===== src/rtl/adc_if_pkg.sv =====
// Package: shared types for the converter serial responder.
// Assumes nothing beyond being compiled before the modules that use it.
package adc_if_pkg;

    // Header bits captured after the start marker.
    typedef struct packed {
        logic single;    // 1 = single-ended, 0 = pseudo-differential
        logic odd;       // channel number or polarity
        logic msb_only;  // 1 = no reversed-order replay
    } hdr_cfg_t;

endpackage


===== src/rtl/adc_if_edge.sv =====
// Module: turns the oversampled serial clock into one-cycle rise/fall pulses.
// Assumes sclk is synchronous to clk and each level lasts at least one clk.
module adc_if_edge (
    input  logic clk,
    input  logic rst_n,
    input  logic sclk,
    output logic rise,
    output logic fall
);
    logic sclk_q;

    // Remember the previous serial clock level.
    always_ff @(posedge clk) begin
        if (!rst_n) sclk_q <= 1'b0;
        else        sclk_q <= sclk;
    end

    // Edge pulses from current and previous levels.
    always_comb begin
        rise = sclk & ~sclk_q;
        fall = ~sclk & sclk_q;
    end
endmodule


===== src/rtl/adc_if_header.sv =====
// Module: arms on chip-select high, finds the start marker, captures the
// three header bits, and runs the sample window and conversion strobe.
// Assumes inputs synchronous to clk and one rise/fall pulse per sclk edge.
module adc_if_header
    import adc_if_pkg::*;
(
    input  logic     clk,
    input  logic     rst_n,
    input  logic     cs_n,
    input  logic     sdi,
    input  logic     rise,
    input  logic     fall,
    output hdr_cfg_t cfg,
    output logic     cfg_valid,
    output logic     hdr_done,
    output logic     sample_win,
    output logic     conv_strobe
);
    localparam int HDR_BITS = 3;
    localparam int RC_W     = $clog2(HDR_BITS + 1);

    logic            armed;
    logic            started;
    logic [RC_W-1:0] rcnt;

    // Frame header sequencing: arming, start detection, bit capture, window.
    always_ff @(posedge clk) begin
        if (!rst_n) begin
            armed       <= 1'b0;
            started     <= 1'b0;
            rcnt        <= '0;
            cfg         <= '0;
            cfg_valid   <= 1'b0;
            sample_win  <= 1'b0;
            conv_strobe <= 1'b0;
        end else begin
            conv_strobe <= 1'b0;
            if (cs_n) begin
                armed      <= 1'b1;
                started    <= 1'b0;
                rcnt       <= '0;
                cfg_valid  <= 1'b0;
                sample_win <= 1'b0;
            end else if (rise) begin
                if (!started) begin
                    if (armed && sdi) begin
                        started <= 1'b1;
                        rcnt    <= '0;
                    end
                end else if (rcnt < RC_W'(HDR_BITS)) begin
                    rcnt <= rcnt + 1'b1;
                    case (rcnt)
                        RC_W'(0): cfg.single <= sdi;
                        RC_W'(1): begin
                            cfg.odd    <= sdi;
                            cfg_valid  <= 1'b1;
                            sample_win <= 1'b1;
                        end
                        default:  cfg.msb_only <= sdi;
                    endcase
                end
            end else if (fall && sample_win && rcnt == RC_W'(HDR_BITS)) begin
                sample_win  <= 1'b0;
                conv_strobe <= 1'b1;
            end
        end
    end

    // Header complete once the order bit has been captured.
    always_comb hdr_done = started && (rcnt == RC_W'(HDR_BITS));

    AST_NO_START_UNARMED: assert property (@(posedge clk) disable iff (!rst_n)
        !armed |=> !started);
    AST_WIN_CLOSED_DESELECTED: assert property (@(posedge clk) disable iff (!rst_n)
        cs_n |=> !sample_win);
    AST_STROBE_SINGLE: assert property (@(posedge clk) disable iff (!rst_n)
        conv_strobe |=> !conv_strobe);
    AST_STROBE_CLOSES_WIN: assert property (@(posedge clk) disable iff (!rst_n)
        conv_strobe |-> !sample_win && $past(sample_win));
endmodule


===== src/rtl/adc_if_shifter.sv =====
// Module: drives the null bit, the word high bit first, the optional reversed
// replay and then zeros, one bit per falling serial clock edge.
// Assumes hdr_done and cfg are stable for the rest of the frame.
module adc_if_shifter
    import adc_if_pkg::*;
#(
    parameter int DATA_W = 12
) (
    input  logic              clk,
    input  logic              rst_n,
    input  logic              cs_n,
    input  logic              fall,
    input  logic              hdr_done,
    input  hdr_cfg_t          cfg,
    input  logic [DATA_W-1:0] conv_result,
    output logic              sdo,
    output logic              sdo_oe
);
    localparam int SLOT_MAX = 2 * DATA_W;
    localparam int CNT_W    = $clog2(SLOT_MAX + 1);

    logic              active;
    logic [CNT_W-1:0]  slot;
    logic [CNT_W-1:0]  slot_nxt;
    logic [DATA_W-1:0] word;
    logic              bit_nxt;

    // Next slot number, saturating in the zero region.
    always_comb slot_nxt = (slot == CNT_W'(SLOT_MAX)) ? slot : slot + 1'b1;

    // Output bit for the next slot: high-first word, optional replay, zeros.
    always_comb begin
        int idx;
        int k;
        k       = int'(slot_nxt);
        idx     = -1;
        bit_nxt = 1'b0;
        if (k >= 1 && k <= DATA_W)
            idx = DATA_W - k;
        else if (!cfg.msb_only && k > DATA_W && k < SLOT_MAX)
            idx = k - DATA_W;
        for (int i = 0; i < DATA_W; i++)
            if (i == idx) bit_nxt = word[i];
    end

    // Shift sequencing on falling serial clock edges; deselect aborts.
    always_ff @(posedge clk) begin
        if (!rst_n) begin
            active <= 1'b0;
            slot   <= '0;
            word   <= '0;
            sdo    <= 1'b0;
            sdo_oe <= 1'b0;
        end else if (cs_n) begin
            active <= 1'b0;
            slot   <= '0;
            sdo    <= 1'b0;
            sdo_oe <= 1'b0;
        end else if (fall) begin
            if (!active) begin
                if (hdr_done) begin
                    active <= 1'b1;
                    slot   <= '0;
                    word   <= conv_result;
                    sdo    <= 1'b0;
                    sdo_oe <= 1'b1;
                end
            end else begin
                slot <= slot_nxt;
                sdo  <= bit_nxt;
            end
        end
    end

    AST_OE_OFF_DESELECTED: assert property (@(posedge clk) disable iff (!rst_n)
        cs_n |=> !sdo_oe);
    AST_SDO_ON_FALL_ONLY: assert property (@(posedge clk) disable iff (!rst_n)
        (!fall && !cs_n) |=> $stable(sdo));
    AST_WORD_HELD: assert property (@(posedge clk) disable iff (!rst_n)
        (active && !cs_n) |=> $stable(word));
    AST_NULL_FIRST: assert property (@(posedge clk) disable iff (!rst_n)
        $rose(sdo_oe) |-> !sdo);
endmodule


===== src/rtl/adc_serial_responder.sv =====
// Module: top of the converter serial responder. Joins edge detection,
// header capture and the output shifter.
// Assumes cs_n, sclk and sdi are synchronous to clk and oversampled.
module adc_serial_responder
    import adc_if_pkg::*;
#(
    parameter int DATA_W = 12
) (
    input  logic              clk,
    input  logic              rst_n,
    input  logic              cs_n,
    input  logic              sclk,
    input  logic              sdi,
    input  logic [DATA_W-1:0] conv_result,
    output logic              sdo,
    output logic              sdo_oe,
    output logic              cfg_valid,
    output logic              mode_single,
    output logic              chan_odd,
    output logic              sample_win,
    output logic              conv_strobe
);
    logic     rise;
    logic     fall;
    logic     hdr_done;
    hdr_cfg_t cfg;

    adc_if_edge u_edge (
        .clk  (clk),
        .rst_n(rst_n),
        .sclk (sclk),
        .rise (rise),
        .fall (fall)
    );

    adc_if_header u_hdr (
        .clk        (clk),
        .rst_n      (rst_n),
        .cs_n       (cs_n),
        .sdi        (sdi),
        .rise       (rise),
        .fall       (fall),
        .cfg        (cfg),
        .cfg_valid  (cfg_valid),
        .hdr_done   (hdr_done),
        .sample_win (sample_win),
        .conv_strobe(conv_strobe)
    );

    adc_if_shifter #(.DATA_W(DATA_W)) u_shift (
        .clk        (clk),
        .rst_n      (rst_n),
        .cs_n       (cs_n),
        .fall       (fall),
        .hdr_done   (hdr_done),
        .cfg        (cfg),
        .conv_result(conv_result),
        .sdo        (sdo),
        .sdo_oe     (sdo_oe)
    );

    // Export the decoded header bits.
    always_comb begin
        mode_single = cfg.single;
        chan_odd    = cfg.odd;
    end

    AST_OE_NEEDS_HEADER: assert property (@(posedge clk) disable iff (!rst_n)
        $rose(sdo_oe) |-> !sample_win && $past(sample_win));
endmodule


===== config.mk =====
export PLATFORM = sky130hd
export DESIGN_NAME = adc_serial_responder
export DESIGN_NICKNAME = d
export VERILOG_FILES = /design/src/rtl/adc_if_pkg.sv /design/src/rtl/adc_if_edge.sv /design/src/rtl/adc_if_header.sv /design/src/rtl/adc_if_shifter.sv /design/src/rtl/adc_serial_responder.sv
export SDC_FILE = /design/constraint.sdc
export NUM_CORES = 1
export LEC_CHECK = 0
export BUFFER_PORTS_ARGS = -buffer_cell sky130_fd_sc_hd__buf_2
export CAP_MARGIN = 25
export CELL_PAD_IN_SITES_DETAIL_PLACEMENT = 1
export CELL_PAD_IN_SITES_GLOBAL_PLACEMENT = 1
export CORE_MARGIN = 2
export CORE_UTILIZATION = 39
export DETAILED_ROUTE_END_ITERATION = 6
export PLACE_DENSITY_LB_ADDON = 0.1
export SETUP_SLACK_MARGIN = 0.3
export SKIP_LAST_GASP = 1
export SLEW_MARGIN = 15
export SYNTH_ARGS = -nofsm -noshare
export SYNTH_HDL_FRONTEND = slang
export SYNTH_SLANG_ARGS = --single-unit

===== constraint.sdc =====
create_clock -name clk -period 3.1 [get_ports clk]
set_input_delay 0.62 -clock clk [delete_from_list [all_inputs] [get_ports clk]]
set_output_delay 0.62 -clock clk [all_outputs]
set_load 0.005 [all_outputs]

==> flow_summary.ini <==
[outcome]
outcome = completed

[cells_and_area]
regArea_um2 = 630.6
fillers = 573
layout_common_cells = nand2_1 (41), buf_4 (27), dfxtp_1 (27), buf_2 (23), nor2_1 (20)
multi_input_area_mm2 = 0.001379
finalNetCount = 310
final_common_cell = nand2_1
synthToLayoutAreaGrowth_pct = 32.86
n_antenna_cell = 0
layout-drive-gt1-share_pct = 34.97
design_area_mm2 = 0.002565

[timing]
hold_viol_final = 0
tightest_slew_ns = 0.5566
slew_headroom_pct = 62.90
finalCritPeriodShare_pct = 90.32
finalCriticalPeriod_ns = 2.800
fmax_mhz = 357.2
rsz0062_at_grt = yes
skew_ns = 0.005842
setup_ws_ns = 0.3002
maxSlewViolCount = 0
tns_ns = 0
setup_viol = 0
fin_hold_ws_ns = 0.4504

[logic_synthesis]
synthArstFlopShare_pct = 0
seq_area_frac_synth_pct = 32.15
yosys.area.top_type = dfxtp_1
ys_ff_latch = 31
ys_types = 58
synth_flop_cell = dfxtp_1
synthCells = 237
synth.area.top_cells = dfxtp_1 (32%), nand2_1 (8.2%), a21boi_0 (5.8%)
synth-edff-count = 0
synth_nets = 262
ys_warn_count = 0
avgSynthCellArea_um2 = 8.146
synth_top_area_share_pct = 32.15
syn_area_mm2 = 0.001931

[place]
hpwl_um = 3684
dp_worst_setup_slack_ns = 0.1074
io_buffers = 23
gp_congestion = 0.8895
post_dp_cell_area_mm2 = 0.002195

[die]
die_w_um = 74.36
dieArea_mm2 = 0.005529
die_height_um = 74.36
num_rows = 25
core-area_mm2 = 0.004755
start_util_pct = 40.61
ios = 24

[pwr]
p_per_area_mw_per_mm2 = 331.8
p_leak_nw = 1.027
irDropWorstVdd_mv = 0.2252

[route]
wl_per_cell_um = 15.59
vias = 1852
drtIter0Drc = 62
wl_um = 5504
viasPerCell = 5.246
drc = 0
antenna_left = 0
firstDrtPassIters = 4

[worst_hold_path]
min_path_cells = 2
hold_path_end = u_hdr.cfg_valid
hold_path.class = reg -> reg
min_from = u_hdr.cfg_valid

[setup_path]
r2r_setup_slack_ns = 0.30
start_kind = flop
r2r-start = u_shift.slot[0]
critical_path_required_ns = 3.26
cp_slowest_cell = a221oi_4
cp.arrival_ns = 2.96
crit_chain = inv_4 > ha_4 > nand4b_4 > xnor2_4 > ha_2 > or2_4 > nor4_4 > o31ai_2 > a221oi_4 > nor2b_2 > a32o_1 > a31oi_1 > o211ai_1
critPathMaxStageDelay_ns = 0.38
end_kind = flop
crit_buf_inv = 1
reg2regPathDepth = 13
crit_family = compound AO/OA/AOI/OAI gates
worstPathMaxFanout = 4
r2r_end = u_shift.sdo
path_class = reg -> reg

[clock_network]
cts_inserted_buffers = 5
clockBufferDepth = 2
clk_pin_slew_worst_paths_ns = 0.07
htree_num_levels = 2
cts_sinks = 31
clk_latency_ns = 0.29
root_buffer = clkbuf_8
cts-hold-fix-buffers = 0
cts_tree = done

[global_routing]
overflow = 0
grt_pass1_vias = 1779
grt_first_pass_wirelength_um = 8349
grt_usage_pct = 19.83
antenna_found_initial = 0
grt_max_degree = 20

[job]
drv_cap = 0
cell families (layout without fill, tap and decap cells):
family / Yosys count / in the layout / synth area share, %
simple gates: 107 / 107 / 28.52
xor+xnor: 4 / 4 / 3.759
mux: 6 / 6 / 3.499
fa+ha+maj: 8 / 8 / 5.185
compound gates: 63 / 63 / 23.20
buf+inv: 18 / 67 / 3.694
flops: 31 / 31 / 32.15
cells in the mapped netlist, types with 3 or more instances:
cell type,number
nand3_1,10
nor2b_1,7
ha_1,8
mux2i_1,3
nor2_1,20
dfxtp_1,31
clkbuf_1,7
inv_1,9
nor4_1,3
o21a_1,3
and3b_1,3
nand2_1,42
o21ai_0,8
a21boi_0,15
a21oi_1,11
worst max path at each step:
stage                                from           to  slack [ns]  depth (start not counted)
after floorplan           u_shift.slot[0]  u_shift.sdo        0.30                         13
after global placement    u_shift.slot[0]  u_shift.sdo        0.14                         13
after detailed placement  u_shift.slot[0]  u_shift.sdo        0.11                         13
after CTS                 u_shift.slot[0]  u_shift.sdo        0.23                         13
after global routing      u_shift.slot[0]  u_shift.sdo        0.19                         13
final                     u_shift.slot[0]  u_shift.sdo        0.30                         13
cell type report:
| class | instances | share of cell area, % |
|---|---|---|
| clock buffers | 6 | 3.220 |
| repair buffers | 50 | 12.39 |
| well taps | 67 | 3.268 |
| flip-flops and latches | 31 | 24.59 |
| inverters | 9 | 1.415 |
| multi-input cells | 188 | 53.76 |
| clock inverters | 2 | 1.366 |
stage by stage:
| step | power (mW) | util (%) | std cells |
|---|---|---|---|
| floorplan | 0.4239 | - | 237 |
| global placement | 0.4388 | 46.16 | 328 |
| detailed placement | 0.4395 | 46.16 | 328 |
| CTS | 0.8591 | 50.92 | 345 |
| global route | 0.8770 | 53.95 | 353 |
| finish | 0.8511 | 53.95 | 353 |
power by group:
group,switching (mW),leakage [nW],internal (mW),total (mW)
Sequential,0.00147,0.253,0.398,0.400
Combinational,0.0148,0.713,0.0137,0.0285
Clock,0.163,0.0612,0.260,0.423
Total,0.179,1.03,0.672,0.851
sequential cells by signal, summed over array words and instances, names as in the netlist, 2 cells and up:
signal        flops
u_hdr.cfg         3
u_hdr.rcnt        2
u_shift.slot      5
u_shift.word     12
metal layers:
metal | vias up | global-route usage (%) | routed length, µm | part of all wire (%)
met2 | 32 | 33.14 | 2684 | 49
met3 | 12 | 3.388 | 154 | 2.8
li1 | 935 | - | - | -
met4 | 0 | 7.341 | 145 | 2.6
met5 | - | 0 | 0 | 0
met1 | 873 | 25.64 | 2519 | 46
worst register-to-register path: stages, from the launching register on:
cell	delay, ns
dfxtp_4	0.37
inv_4	0.07
ha_4	0.13
nand4b_4	0.15
xnor2_4	0.22
ha_2	0.19
or2_4	0.24
nor4_4	0.22
o31ai_2	0.13
a221oi_4	0.38
nor2b_2	0.09
a32o_1	0.22
a31oi_1	0.15
o211ai_1	0.11
timing repair:
action                     4_1_cts  5_1_grt
setup endpoints to repair        1        1
pin swaps                        7       13
buffers inserted                 9        8
gates resized for setup         12       15
No activity file was read; power rests on OpenSTA's default activity.
